**src/rtl/sbr_pkg.sv**
```systemverilog
package sbr_pkg;
  typedef enum logic [2:0] {
    ST_IDLE  = 3'd0,
    ST_ARB   = 3'd1,
    ST_ADDR  = 3'd2,
    ST_CMD   = 3'd3,
    ST_WDATA = 3'd4,
    ST_WCB   = 3'd5,
    ST_WRSP  = 3'd6,
    ST_RX    = 3'd7
  } sbr_state_e;
endpackage

```
**src/rtl/sbr_parity.sv**
```systemverilog
module sbr_parity #(
  parameter int DATA_W = 32,
  localparam int LANES = DATA_W / 8
) (
  input  logic [DATA_W-1:0] data,
  output logic [LANES-1:0]  par
);
  for (genvar g = 0; g < LANES; g++) begin : g_lane
    assign par[g] = ~(^data[8*g +: 8]);
  end
endmodule

```
**src/rtl/sbr_timeout.sv**
```systemverilog
module sbr_timeout #(
  parameter int LIMIT = 1024,
  localparam int CNT_W = $clog2(LIMIT) + 1
) (
  input  logic clk,
  input  logic rst_n,
  input  logic run,
  output logic expire
);
  logic [CNT_W-1:0] cnt_q, cnt_d;

  always_comb begin
    cnt_d = cnt_q;
    if (!run) cnt_d = '0;
    else      cnt_d = cnt_q + 1'b1;
  end

  always_ff @(posedge clk or negedge rst_n) begin
    if (!rst_n) cnt_q <= '0;
    else        cnt_q <= cnt_d;
  end

  assign expire = run && (cnt_q == CNT_W'(LIMIT - 1));
endmodule

```
**src/rtl/sbr_rx.sv**
```systemverilog
module sbr_rx #(
  parameter int DATA_W = 32,
  localparam int LANES = DATA_W / 8
) (
  input  logic              clk,
  input  logic              rst_n,
  input  logic              beat_en,
  input  logic [DATA_W-1:0] beat_data,
  input  logic [LANES-1:0]  beat_par,
  output logic              resp_valid,
  output logic [DATA_W-1:0] resp_data,
  output logic              par_err
);
  logic [LANES-1:0] exp_par;
  logic             good;
  logic             valid_d, err_d;

  sbr_parity #(.DATA_W(DATA_W)) u_chk_par (.data(beat_data), .par(exp_par));

  assign good    = (exp_par == beat_par);
  assign valid_d = beat_en && good;
  assign err_d   = beat_en && !good;

  always_ff @(posedge clk or negedge rst_n) begin
    if (!rst_n) begin
      resp_valid <= 1'b0;
      par_err    <= 1'b0;
    end else begin
      resp_valid <= valid_d;
      par_err    <= err_d;
    end
  end

  always_ff @(posedge clk or negedge rst_n) begin
    if (!rst_n)       resp_data <= '0;
    else if (valid_d) resp_data <= beat_data;
  end
endmodule

```
**src/rtl/sbr_requester.sv**
```systemverilog
module sbr_requester #(
  parameter int DATA_W      = 32,
  parameter int SLOT_W      = 4,
  parameter int CB_W        = 4,
  parameter int TIMEOUT_CYC = 1024,
  localparam int LANES = DATA_W / 8
) (
  input  logic              clk,
  input  logic              rst_n,
  input  logic [SLOT_W-1:0] my_slot,
  input  logic              req_valid,
  output logic              req_ready,
  input  logic              req_write,
  input  logic              req_double,
  input  logic [SLOT_W-1:0] req_dest,
  input  logic [DATA_W-1:0] req_cmd,
  input  logic [DATA_W-1:0] req_wdata,
  output logic              arb_req,
  input  logic              arb_grant,
  output logic              addr_drv,
  output logic [SLOT_W-1:0] addr_slot_out,
  output logic [SLOT_W-1:0] addr_src_out,
  output logic              data_drv,
  output logic [DATA_W-1:0] data_out,
  output logic [LANES-1:0]  par_out,
  input  logic              bus_nack,
  input  logic [CB_W-1:0]   bus_cb_num,
  input  logic              bus_addr_valid,
  input  logic              bus_addr_cb,
  input  logic [SLOT_W-1:0] bus_addr_slot,
  input  logic [SLOT_W-1:0] bus_addr_src,
  input  logic [DATA_W-1:0] bus_data_in,
  input  logic [LANES-1:0]  bus_par_in,
  output logic              resp_valid,
  output logic [DATA_W-1:0] resp_data,
  output logic              par_err,
  output logic              timeout_err
);
  import sbr_pkg::*;

  sbr_state_e        state_q, state_d;
  logic              write_q, double_q;
  logic [SLOT_W-1:0] dest_q;
  logic [DATA_W-1:0] cmd_q, wdata_q;
  logic [CB_W-1:0]   cb_q;
  logic              beat_idx_q, beat_idx_d;
  logic              accept, cb_load, expire, tmo_d;
  logic              cb_hit, rsp_hit;

  assign accept  = (state_q == ST_IDLE) && req_valid;
  assign cb_load = (state_q == ST_CMD) && bus_nack;

  assign cb_hit  = bus_addr_valid && bus_addr_cb &&
                   (bus_addr_src == dest_q) &&
                   (bus_addr_slot[CB_W-1:0] == cb_q);
  assign rsp_hit = bus_addr_valid && !bus_addr_cb &&
                   (bus_addr_slot == my_slot) &&
                   (bus_addr_src == dest_q);

  sbr_timeout #(.LIMIT(TIMEOUT_CYC)) u_tmo (
    .clk    (clk),
    .rst_n  (rst_n),
    .run    (state_q == ST_WRSP),
    .expire (expire)
  );

  // Next-state logic
  always_comb begin
    state_d    = state_q;
    beat_idx_d = beat_idx_q;
    tmo_d      = 1'b0;
    unique case (state_q)
      ST_IDLE:  if (req_valid) state_d = ST_ARB;
      ST_ARB:   if (arb_grant) state_d = ST_ADDR;
      ST_ADDR:  state_d = ST_CMD;
      ST_CMD: begin
        if (bus_nack)     state_d = ST_WCB;
        else if (write_q) state_d = ST_WDATA;
        else              state_d = ST_WRSP;
      end
      ST_WDATA: state_d = ST_IDLE;
      ST_WCB:   if (cb_hit) state_d = ST_CMD;
      ST_WRSP: begin
        if (rsp_hit) begin
          state_d    = ST_RX;
          beat_idx_d = 1'b0;
        end else if (expire) begin
          state_d = ST_IDLE;
          tmo_d   = 1'b1;
        end
      end
      ST_RX: begin
        beat_idx_d = 1'b1;
        if (!double_q || beat_idx_q) state_d = ST_IDLE;
      end
      default: state_d = ST_IDLE;
    endcase
  end

  // State and flags
  always_ff @(posedge clk or negedge rst_n) begin
    if (!rst_n) begin
      state_q     <= ST_IDLE;
      beat_idx_q  <= 1'b0;
      timeout_err <= 1'b0;
    end else begin
      state_q     <= state_d;
      beat_idx_q  <= beat_idx_d;
      timeout_err <= tmo_d;
    end
  end

  // Request storage, loaded only on acceptance
  always_ff @(posedge clk or negedge rst_n) begin
    if (!rst_n) begin
      write_q  <= 1'b0;
      double_q <= 1'b0;
      dest_q   <= '0;
      cmd_q    <= '0;
      wdata_q  <= '0;
    end else if (accept) begin
      write_q  <= req_write;
      double_q <= req_double;
      dest_q   <= req_dest;
      cmd_q    <= req_cmd;
      wdata_q  <= req_wdata;
    end
  end

  // Callback number, loaded on rejection
  always_ff @(posedge clk or negedge rst_n) begin
    if (!rst_n)       cb_q <= '0;
    else if (cb_load) cb_q <= bus_cb_num;
  end

  // Bus drive
  assign req_ready     = (state_q == ST_IDLE);
  assign arb_req       = (state_q == ST_ARB);
  assign addr_drv      = (state_q == ST_ADDR);
  assign addr_slot_out = addr_drv ? dest_q : '0;
  assign addr_src_out  = addr_drv ? my_slot : '0;
  assign data_drv      = (state_q == ST_CMD) || (state_q == ST_WDATA);

  always_comb begin
    data_out = '0;
    if (state_q == ST_CMD)        data_out = cmd_q;
    else if (state_q == ST_WDATA) data_out = wdata_q;
  end

  sbr_parity #(.DATA_W(DATA_W)) u_tx_par (.data(data_out), .par(par_out));

  sbr_rx #(.DATA_W(DATA_W)) u_rx (
    .clk        (clk),
    .rst_n      (rst_n),
    .beat_en    (state_q == ST_RX),
    .beat_data  (bus_data_in),
    .beat_par   (bus_par_in),
    .resp_valid (resp_valid),
    .resp_data  (resp_data),
    .par_err    (par_err)
  );
endmodule

```
**config.mk**
```make
export PLATFORM = sky130hd
export DESIGN_NAME = sbr_requester
export DESIGN_NICKNAME = d
export VERILOG_FILES = /design/src/rtl/sbr_pkg.sv /design/src/rtl/sbr_parity.sv /design/src/rtl/sbr_timeout.sv /design/src/rtl/sbr_rx.sv /design/src/rtl/sbr_requester.sv
export SDC_FILE = /design/constraint.sdc
export NUM_CORES = 1
export LEC_CHECK = 0
export ABC_AREA = 1
export BUFFER_PORTS_ARGS = -buffer_cell sky130_fd_sc_hd__buf_2
export CELL_PAD_IN_SITES_DETAIL_PLACEMENT = 0
export CELL_PAD_IN_SITES_GLOBAL_PLACEMENT = 1
export CORE_MARGIN = 2
export CORE_UTILIZATION = 33
export CTS_CLUSTER_SIZE = 25
export DETAILED_ROUTE_END_ITERATION = 7
export PLACE_DENSITY_LB_ADDON = 0.1
export SLEW_MARGIN = 30
export SYNTH_ARGS = -nofsm -noshare
export SYNTH_HDL_FRONTEND = slang
export SYNTH_SLANG_ARGS = --single-unit
```
**constraint.sdc**
```tcl
create_clock -name clk -period 1.7 [get_ports clk]
set_input_delay 0.34 -clock clk [delete_from_list [all_inputs] [get_ports clk]]
set_output_delay 0.34 -clock clk [all_outputs]
set_load 0.05 [all_outputs]
```
==> metrics.md <==
| Metric | Value |
|---|---|
| Outcome | finished with violations |
| Failing checks | setup timing |
| Cell taking the most area after synthesis | dfrtp_1 |
| Post-layout util | 0.542 |
| Post-detail-place hpwl | approximately 15 mm |
| Most common cell after layout, fill and taps aside | nand2_1 |
| First-pass GRT wire length | approximately 32 mm |
| Bufs on Longest Clock Path | 2 |
| Via density | about 4.4 |
| Uppermost routed layer | met5 |
| DR WL met2 | between 9 and 10 mm |
| Core footprint | 20200 um2 |
| GP Congestion | 0.760 |
| Slew margin rel. | 0.754 |
| Worst slew pin tran | between 0.3 and 0.4 ns |
| Total GRT Usage | 0.186 |
| Fmax | between 0.3 and 0.4 GHz |
| DR iter-0 viols | 248 |
| Die ar. | between 20000 and 25000 um2 |
| Final Max Tran Viols | 0 |
| Max-cap viol count | 0 |
| Num CTS Buffers | 17 |
| Startpoint types | register |
| Crit. End Element | primary output |
| Sequential element share of the synthesized area | 0.456 |
| Post-Syn Area | approximately 7000 um2 |
| Synth Instances | a little under 900 |
| Post-synth EDFFs | 0 |
| Initial antenna violation count | 3 |
| Pre-antenna DRT Iters | 5 |
| Row cnt | 52 |
| Crit path DAT | approximately 2.3 ns |
| Clock sinks | 124 |
| Crit path time final | 2.63 ns |
| Top cells by area, synth | dfrtp_1 46%, nand2_1 16%, inv_1 6.9% |
| Ys async rst share | 1.00 |
| Post-Place Cells | about 1.4k |
| Most frequent cells in the layout | 265 x nand2_1, 162 x buf_2, 121 x dfrtp_1 |
| Crit Path Category | reg -> out |
| Final ANT Viol Nets | 0 |
| Routed length on met3 | ~1.3 mm |
| WL met1 | approximately 9.4 mm |
| Clk_skew | approximately 0.011 ns |
| IO Pins | between 200 and 250 |
| Avg Cell Area, Syn | 7.79 um2 |
| Final WS setup | -0.934 ns |
| Fin crit share | 1.55 |
| Pwr Total | between 20 and 25 mW |
| Chip height | 148 um |
| VDD IR max | roughly 0.00095 V |
| Critical path fanouts, max | 6 |
| Top_reg_cell synth | dfrtp_1 |
| Final Hold Viols | 0 |
| Die width | ~150 um |
| Pleak | around 5.6 nW |
| Congestion Overflow GR | 0 |
| Filler cells | between 1.5k and 2k |
| Critical Path RT | around 1.4 ns |
| DP Worst Slack | -0.594 ns |
| Largest net degree at the start of global routing | 37 |
| Clock root buffer | clkbuf_16 |
| Area growth, synth to finish | 61.1% |
| Starting Density | 0.336 |
| Share of cells above drive strength 1 | 0.418 |
| Final Non-Filler Cells | 1473 |
| CTS tree | built |
| FF+latch count, synth | roughly 120 |
| Area occupied by multi-input gates | between 3000 and 4000 um2 |
| Drt wl/cell | between 10 and 15 um |
| Number of global-route vias before repair | approximately 6.5k |
| Setup TNS | -30.96 ns |
| Via count | approximately 6.5k |
| Power Dens Cells | ~2000 nW/um2 |
| H-tree depth | 4 |
| Flip-flop and latch area | a little over 3000 um2 |
| Mapped Nets | between 1k and 1.5k |
| Clk_lat worst skew | 0.42 ns |
| Hold/Removal Path Class | in -> reg |
| Input/output buffers | 211 |
| Clock slew at reported path FFs | around 0.060 ns |
| Yosys Warn Count | 0 |
| Yosys cell types | 33 |
| Post-route DRC | 0 |
| # setup viols final | 90 |
| Routed WL | 20.5 mm |
| Nets@finish | 1318 |
| RSZ-0062 raised after global routing | true |
| Synth top area share | 0.456 |
==> worst max-delay path: stages (launching register included) <==
cell and delay (ns):
dfrtp_2 0.44, nand2_4 0.09, nor2_8 0.17, buf_12 0.15, nand2_1 0.07, o21ai_1 0.18
nor2_4 0.08, nand2_1 0.09, nand2_2 0.05, inv_1 0.06, nand2_1 0.05, nand2_1 0.09
inv_1 0.04, nand2_1 0.10, nand2_4 0.06, buf_8 0.15
==> power by group <==
group | internal (mW) | leakage [nW] | total, mW | switching (mW)
registers | 4.06 | 1.58 | 4.57 | 0.510
clock network | 2.49 | 0.302 | 3.90 | 1.41
logic | 5.56 | 3.71 | 13.4 | 7.85
==> Yosys cell counts (2+ instances only) <==
library cell / n
o22ai_2: 4
dfrtp_1: 124
xor2_1: 17
nand4_1: 33
nor2_2: 3
nand3b_1: 3
clkbuf_1: 12
o21ai_1: 16
nand3_1: 29
o21ai_2: 6
o22ai_4: 8
a21oi_1: 9
nor2_1: 36
buf_2: 14
buf_6: 5
xnor2_1: 22
nor3_1: 7
inv_1: 126
buf_4: 2
mux2_2: 16
o21ai_0: 66
clkinv_1: 2
inv_2: 5
nand2_2: 4
nand2_1: 297
==> routing by layer <==
| layer | vias up | global-route usage |
|---|---|---|
| met1 | 2965 | 0.243 |
| met5 | - | 0 |
| met4 | 2 | 0.0462 |
| met2 | 156 | 0.306 |
| met3 | 16 | 0.0540 |
| li1 | 3378 | - |
==> kinds of logic after synthesis <==
logic type	after synthesis	synth area share
mux	16	0.0265
xor+xnor	39	0.0502
fa+ha+maj	1	0.00184
flops	124	0.456
compound gates	111	0.108
simple gates	416	0.256
buf+inv	167	0.102
==> path summary, 6_finish.rpt <==
path | to | start | slack (ns) | depth (start not counted)
hold reg to reg | beat_idx_q$_DFFE_PN0P_ | beat_idx_q$_DFFE_PN0P_ | 0.46 | 2
min in group asynchronous | u_rx.resp_data[17]$_DFFE_PN0P_ | rst_n | 0.39 | 2
setup reg to reg | state_q[1]$_DFFE_PN0P_ | state_q[0]$_DFFE_PN0P_ | -0.26 | 14
max in group asynchronous | cmd_q[16]$_DFFE_PN0P_ | rst_n | 0.78 | 3
hold / removal | cmd_q[21]$_DFFE_PN0P_ | req_cmd[21] | 0.12 | 3
setup / recovery | par_out[3] | state_q[0]$_DFFE_PN0P_ | -0.93 | 15
==> flip-flops by register name (all words and copies together), names as in the netlist, 3 cells and up <==
name / flops
state_q: 3
u_tmo.cnt_q: 11
dest_q: 4
cb_q: 4
cmd_q: 32
wdata_q: 32
u_rx.resp_data: 32
==> cell type report <==
type	instances	area share
Antenna cell	2	0.000456
Clock buffer	18	0.0400
Clock inverter	14	0.0176
Inverter	134	0.0504
Multi-Input combinational cell	584	0.321
Sequential cell	124	0.283
Tap cell	270	0.0308
Timing Repair Buffer	326	0.256
Timing Repair inverter	1	0.00103
==> what timing repair did <==
item / in CTS / in global routing
hold buffers: 1 / 0
pin swaps: 16 / 20
setup endpoints to repair: 72 / 111
resized for setup: 170 / 82
endpoints found under the hold margin: 30 / 0
cloned: 3 / 5
buffers inserted: 13 / 13
==> metrics by stage <==
stage,instance area [um2],hold WS [ns]
after floorplan,7090,0.0444
after global placement,9070,0.269
after detailed placement,9070,0.275
after CTS,10500,0.107
after global routing,11000,0.124
final,11000,0.124
(Power assumes the default switching activity.)
